[config.mk]
export PLATFORM = sky130hd
export DESIGN_NAME = edv_flag_monitor
export DESIGN_NICKNAME = d
export VERILOG_FILES = /design/src/rtl/edv_pkg.sv /design/src/rtl/edv_thresh_reg.sv /design/src/rtl/edv_holdoff.sv /design/src/rtl/edv_level_latch.sv /design/src/rtl/edv_flag_monitor.sv
export SDC_FILE = /design/constraint.sdc
export NUM_CORES = 1
export LEC_CHECK = 0
export CAP_MARGIN = 20
export CORE_AREA = 2 2 89 91
export CTS_CLUSTER_DIAMETER = 60
export DETAILED_ROUTE_END_ITERATION = 10
export DIE_AREA = 0 0 91 93
export GPL_ROUTABILITY_DRIVEN = 1
export PLACE_DENSITY_LB_ADDON = 0.2
export SETUP_SLACK_MARGIN = 0.05
export SLEW_MARGIN = 30
export SYNTH_ARGS = -nofsm -noshare
export SYNTH_HDL_FRONTEND = slang
export SYNTH_SLANG_ARGS = --single-unit
export TNS_END_PERCENT = 20
[constraint.sdc]
create_clock -name clk -period 3.23 [get_ports clk]
set_input_delay 0.646 -clock clk [delete_from_list [all_inputs] [get_ports clk]]
set_output_delay 0.646 -clock clk [all_outputs]
set_load 0.05 [all_outputs]
[src/rtl/edv_pkg.sv]
package edv_pkg;
   localparam int LVL_FIRST = 0;
   localparam int LVL_FINAL = 1;
   localparam int NUM_LVL   = 2;
endpackage

[src/rtl/edv_thresh_reg.sv]
module edv_thresh_reg #(
   parameter int VW      = 12,
   parameter int DEF_MV  = 760,
   parameter int OFF_MV  = 25
) (
   input  logic          clk,
   input  logic          rst_n,
   input  logic          wr,
   input  logic [VW-1:0] wdata,
   output logic [VW-1:0] thr_first,
   output logic [VW-1:0] thr_final
);
   localparam logic [VW-1:0] DEF = VW'(DEF_MV);
   localparam logic [VW-1:0] OFF = VW'(OFF_MV);

   if (DEF_MV >= (1 << VW)) begin : g_bad_def
      $error("edv_thresh_reg: default threshold exceeds sample width");
   end
   if (OFF_MV >= (1 << VW)) begin : g_bad_off
      $error("edv_thresh_reg: offset exceeds sample width");
   end

   always_ff @(posedge clk or negedge rst_n) begin
      if (!rst_n)  thr_first <= DEF;
      else if (wr) thr_first <= wdata;
   end

   // final level saturates at zero for small programmed thresholds
   always_comb begin
      if (thr_first >= OFF) thr_final = thr_first - OFF;
      else                  thr_final = '0;
   end

   assert_thr_hold_R9: assert property (@(posedge clk) disable iff (!rst_n)
      !wr |=> $stable(thr_first));
endmodule

[src/rtl/edv_holdoff.sv]
module edv_holdoff #(
   parameter int HOLD_MS = 500
) (
   input  logic clk,
   input  logic rst_n,
   input  logic overload,
   input  logic ms_tick,
   output logic active
);
   localparam int CW = $clog2(HOLD_MS + 1);
   localparam logic [CW-1:0] RELOAD = CW'(HOLD_MS);

   if (HOLD_MS < 1) begin : g_bad_hold
      $error("edv_holdoff: hold-off must be at least one tick");
   end

   logic [CW-1:0] cnt;

   always_ff @(posedge clk or negedge rst_n) begin
      if (!rst_n)                        cnt <= '0;
      else if (overload)                 cnt <= RELOAD;
      else if (ms_tick && cnt != '0)     cnt <= cnt - 1'b1;
   end

   assign active = !overload && (cnt == '0);

   assert_reload_R8: assert property (@(posedge clk) disable iff (!rst_n)
      overload |=> (cnt == RELOAD));
   assert_hold_steady_R7: assert property (@(posedge clk) disable iff (!rst_n)
      (!overload && !ms_tick) |=> $stable(cnt));
   assert_no_early_R7: assert property (@(posedge clk) disable iff (!rst_n)
      (!overload && cnt > 1) |=> !active);
endmodule

[src/rtl/edv_level_latch.sv]
module edv_level_latch (
   input  logic clk,
   input  logic rst_n,
   input  logic clr,
   input  logic set_req,
   output logic flag
);
   always_ff @(posedge clk or negedge rst_n) begin
      if (!rst_n)       flag <= 1'b0;
      else if (clr)     flag <= 1'b0;
      else if (set_req) flag <= 1'b1;
   end

   assert_sticky_R4: assert property (@(posedge clk) disable iff (!rst_n)
      (flag && !clr) |=> flag);
   assert_clear_R5: assert property (@(posedge clk) disable iff (!rst_n)
      clr |=> !flag);
endmodule

[src/rtl/edv_flag_monitor.sv]
module edv_flag_monitor
   import edv_pkg::*;
#(
   parameter int VW      = 12,
   parameter int DEF_MV  = 760,
   parameter int OFF_MV  = 25,
   parameter int HOLD_MS = 500
) (
   input  logic          clk,
   input  logic          rst_n,
   input  logic          smp_valid,
   input  logic [VW-1:0] smp_mv,
   input  logic          thr_wr,
   input  logic [VW-1:0] thr_mv,
   input  logic          overload,
   input  logic          charge_evt,
   input  logic          ms_tick,
   output logic          flag_first,
   output logic          flag_final,
   output logic          mon_active,
   output logic [VW-1:0] last_mv
);
   if (VW < 2) begin : g_bad_vw
      $error("edv_flag_monitor: sample width too small");
   end

   logic [VW-1:0]      thr [NUM_LVL];
   logic [NUM_LVL-1:0] below;
   logic [NUM_LVL-1:0] set_req;
   logic [NUM_LVL-1:0] flags;

   edv_thresh_reg #(.VW(VW), .DEF_MV(DEF_MV), .OFF_MV(OFF_MV)) u_thr (
      .clk       (clk),
      .rst_n     (rst_n),
      .wr        (thr_wr),
      .wdata     (thr_mv),
      .thr_first (thr[LVL_FIRST]),
      .thr_final (thr[LVL_FINAL])
   );

   edv_holdoff #(.HOLD_MS(HOLD_MS)) u_hold (
      .clk      (clk),
      .rst_n    (rst_n),
      .overload (overload),
      .ms_tick  (ms_tick),
      .active   (mon_active)
   );

   always_ff @(posedge clk or negedge rst_n) begin
      if (!rst_n)         last_mv <= '0;
      else if (smp_valid) last_mv <= smp_mv;
   end

   for (genvar i = 0; i < NUM_LVL; i++) begin : g_lvl
      assign below[i] = smp_mv < thr[i];
      // a deeper level also trips every shallower one
      if (i == NUM_LVL - 1) begin : g_last
         assign set_req[i] = smp_valid && mon_active && below[i];
      end else begin : g_mid
         assign set_req[i] = smp_valid && mon_active && (below[i] || set_req[i+1]);
      end
      edv_level_latch u_latch (
         .clk     (clk),
         .rst_n   (rst_n),
         .clr     (charge_evt),
         .set_req (set_req[i]),
         .flag    (flags[i])
      );
   end

   assign flag_first = flags[LVL_FIRST];
   assign flag_final = flags[LVL_FINAL];

   assert_final_implies_first_R3: assert property (@(posedge clk) disable iff (!rst_n)
      flag_final |-> flag_first);
   assert_no_set_overload_R6: assert property (@(posedge clk) disable iff (!rst_n)
      (overload && !flag_first) |=> !flag_first);
   assert_inactive_overload_R6: assert property (@(posedge clk) disable iff (!rst_n)
      overload |-> !mon_active);
   assert_sample_hold_R10: assert property (@(posedge clk) disable iff (!rst_n)
      !smp_valid |=> $stable(last_mv));
   assert_equal_no_set_R2: assert property (@(posedge clk) disable iff (!rst_n)
      (smp_valid && !flag_first && !charge_evt && smp_mv >= thr[LVL_FIRST]) |=> !flag_first);
endmodule

==> reports/qor.yml <==
outcome:
  status: "finished clean"
sta:
  hold_viol: 0
  period_minus_slack_ns: 2.84
  fin_setup_tns_ns: 0
  fin_worst_skew_ns: 0.00362
  slew_violations: 0
  fmax_mhz: 352
  period_share_pct: 87.8
  whs_ns: 0.506
  slew_headroom_pct: 53.5
  grt_setup_unrepaired: "no"
  finalSetupViolations: 0
  worst_pin_slew_ns: 0.696
critical_path:
  startpoint_type: "register"
  cp-end-kind: "register"
  cp.arrival_ns: 2.99
  cpMostUsedCell: "nand4_1"
  cpLargestDelayFamily: "compound AO/OA/AOI/OAI gates"
  critical_path.max_stage_delay_ns: 0.43
  path_class: "reg -> reg"
  worstRegToRegCells: 10
  rrSetupSlack_ns: 0.39
  cp.depth: 10
  path_max_fanout: 6
  r2r_start: "u_thr.thr_first[0]"
  crit_slowest_cell: "dfrtp_1"
  critPathRequiredTime_ns: 3.38
  crit_buf_inv: 0
  crit_chain: "o311ai_1 -> nand4_1 -> or3_1 -> xnor2_1 -> nand2_1 -> ha_1 -> nand4_1 -> a311o_1 -> o2111ai_1 -> o211ai_1"
  timing.rr.end: "g_lvl[0].u_latch.flag"
detailed_routing:
  drt-pass1-iter-count: 4
  vias: 1781
  ant_nets: 0
  totalWireLength_mm: 5.15
  drt-initial-drc-count: 59
  routed_via_density: 4.75
  drc: 0
  wl_per_cell_um: 13.7
floorplanning:
  die_area_um2: 8460
  coreArea_um2: 7530
  rows: 32
  die_w_um: 91
  io_pins: 46
  start_util_pct: 29.3
  die_y_um: 93
finish:
  syn2layout_area_growth_pct: 31.1
  n_antenna_cell: 0
  layout_common_cells: "clkdlybuf4s50_1 (44), dfrtp_1 (29), nand2_1 (27), ha_1 (25), o21ai_0 (20)"
  multi_input_area_um2: 1240
  fin_util_pct: 38.4
  finalNonFillerCells: 375
  fill_cells: 820
  layout-drive-gt1-share_pct: 11.7
  design_area_um2: 2890
  register_area_um2: 883
  finalNetCount: 328
  final_common_cell: "clkdlybuf4s50_1"
power_and_ir_drop:
  share_comb_of_total_power_pct: 29.3
  p_sw_w: 0.000378
  clkPwrFrac_pct: 29.0
  p_leak_nw: 1.19
  p_int_w: 0.000834
  sequentialPowerShare_pct: 41.7
  vdd_ir_drop_max_uv: 185
  p_per_area_nw_per_um2: 419
  swShare_pct: 31.2
cts:
  hold_buffers: 0
  numCtsBuffers: 5
  cts.clk_slew.worst_paths_ns: 0.07
  htree_num_levels: 2
  postCtsSetupRepairBufs: 0
  insertion_delay_ns: 0.28
  clock_sinks: 35
  clock-root-buffer: "clkbuf_8"
  cts_tree: "built"
  post_cts_resized: 0
  cts.path.max_buffers: 2
grt:
  grt_pass1_wl_mm: 8.99
  grt_max_degree: 36
  antenna_found_initial: 0
  grt_use_total_pct: 13.3
  grt_pass1_vias: 1845
  grt-ovfl-total: 0
place:
  gp_congestion: 0.773
  place_area_um2: 2790
  placed_cells: 367
  port_buffers: 45
  dp_hpwl_mm: 4.00
logic_synthesis:
  synth_compound_area_share_pct: 13.0
  ys_async_sr_fraction_pct: 100
  synth.top_cell.area_share_pct: 32.9
  ys_warn_count: 0
  synthAdderAreaFrac_pct: 14.2
  synth_top_family_by_area: "simple AND/OR/NAND/NOR gates"
  synth_flop_cell: "dfrtp_1"
  synth_area_um2: 2210
  synth_edf_count: 0
  ys_ff_latch: 35
  synth_xor_area_share_pct: 5.96
  synth_top_cell_by_area: "dfrtp_1"
  ys_types: 46
  ys_seq_area_share_pct: 40.0
  yosys-top-cells-area: "dfrtp_1 (33%), ha_1 (14%), dfstp_2 (7.1%), mux2_2 (6.1%), xnor2_1 (4.8%)"
  syn-instance-count: 223
  syn_avg_cell_area_um2: 9.89
  synth_nets: 279
  synthSimpleGateAreaFrac_pct: 17.0
  synthMuxAreaShare_pct: 6.13
job:
  max_cap_viol_count: 0
hold_path:
  hp-class: "reg -> reg"
  hold_end: "last_mv[7]"
  hp-start: "last_mv[7]"
  holdPathStages: 1
## power by group through the flow
stage | clock network [W] | logic (W) | registers, W
after CTS | 0.000362 | 0.000361 | 0.000505
final | 0.000352 | 0.000355 | 0.000505
after detailed placement | 0 | 0.000357 | 0.000513
after floorplan | 0 | 0.000173 | 0.000561
after global placement | 0 | 0.000356 | 0.000513
after global routing | 0.000380 | 0.000400 | 0.000511
## state kept, by name, indices dropped and copies added, names as in the netlist
| name | flops |
|---|---|
| g_lvl.u_latch.flag | 2 |
| last_mv | 12 |
| u_thr.thr_first | 12 |
| u_hold.cnt | 9 |
## cells in the mapped netlist (2+ instances only)
master	n
a21oi_1	7
and3_1	2
clkbuf_1	4
dfrtp_1	29
dfstp_2	6
ha_1	25
inv_1	15
mux2_2	12
nand2_1	27
nand2b_1	7
nand4_1	2
nor2_1	8
nor2b_1	2
nor3_1	7
o2111ai_1	2
o211ai_1	2
o21a_1	2
o21ai_0	20
or3_1	2
or3b_1	2
or4_1	2
xnor2_1	12
xor2_1	3
## worst max-delay path by stage
| stage | start | to | slack (ns) |
|---|---|---|---|
| final | u_thr.thr_first[0] | g_lvl[0].u_latch.flag | 0.39 |
| after global routing | u_thr.thr_first[1] | g_lvl[0].u_latch.flag | 0.16 |
| after CTS | u_thr.thr_first[0] | g_lvl[0].u_latch.flag | 0.39 |
| after detailed placement | u_thr.thr_first[0] | g_lvl[0].u_latch.flag | 0.40 |
| after global placement | u_thr.thr_first[0] | g_lvl[0].u_latch.flag | 0.47 |
| after floorplan | u_thr.thr_first[0] | g_lvl[0].u_latch.flag | 0.54 |
## logic make-up after synthesis
logic type / count (synthesis)
multiplexers: 12
AO/OA/AOI/OAI: 44
buffers and inverters: 21
adder cells (fa/ha/maj): 25
XOR/XNOR: 15
AND/OR/NAND/NOR: 71
flip-flops: 35
## metal layers
layer / wire length, um / share of wire (%) / global-route usage (%) / vias to the layer above
li1: - / - / - / 890
met2: 2420 / 47 / 22.8 / 33
met3: 175 / 3.4 / 2.74 / 9
met4: 76 / 1.5 / 4.04 / 0
met5: 0 / 0 / 0 / -
met1: 2480 / 48 / 17.0 / 849
## cell type report
class | count | area share (%)
multi-input combinational | 167 | 42.9
inverter | 15 | 1.95
tap | 102 | 4.41
sequential | 35 | 30.5
timing repair buffer | 48 | 16.7
clock buffer | 8 | 3.46
## through the flow
step	power (W)	worst slack (ns)
floorplan	0.000734	0.540
global placement	0.000869	0.471
detailed placement	0.000870	0.401
CTS	0.00123	0.389
global route	0.00129	0.164
finish	0.00121	0.393
## worst reg2reg max path: stages (launching register included)
cell	delay, ns
dfrtp_1	0.43
o311ai_1	0.39
nand4_1	0.18
or3_1	0.35
xnor2_1	0.15
nand2_1	0.08
ha_1	0.30
nand4_1	0.13
a311o_1	0.36
o2111ai_1	0.23
o211ai_1	0.12
No activity file was read; power rests on OpenSTA's default activity.
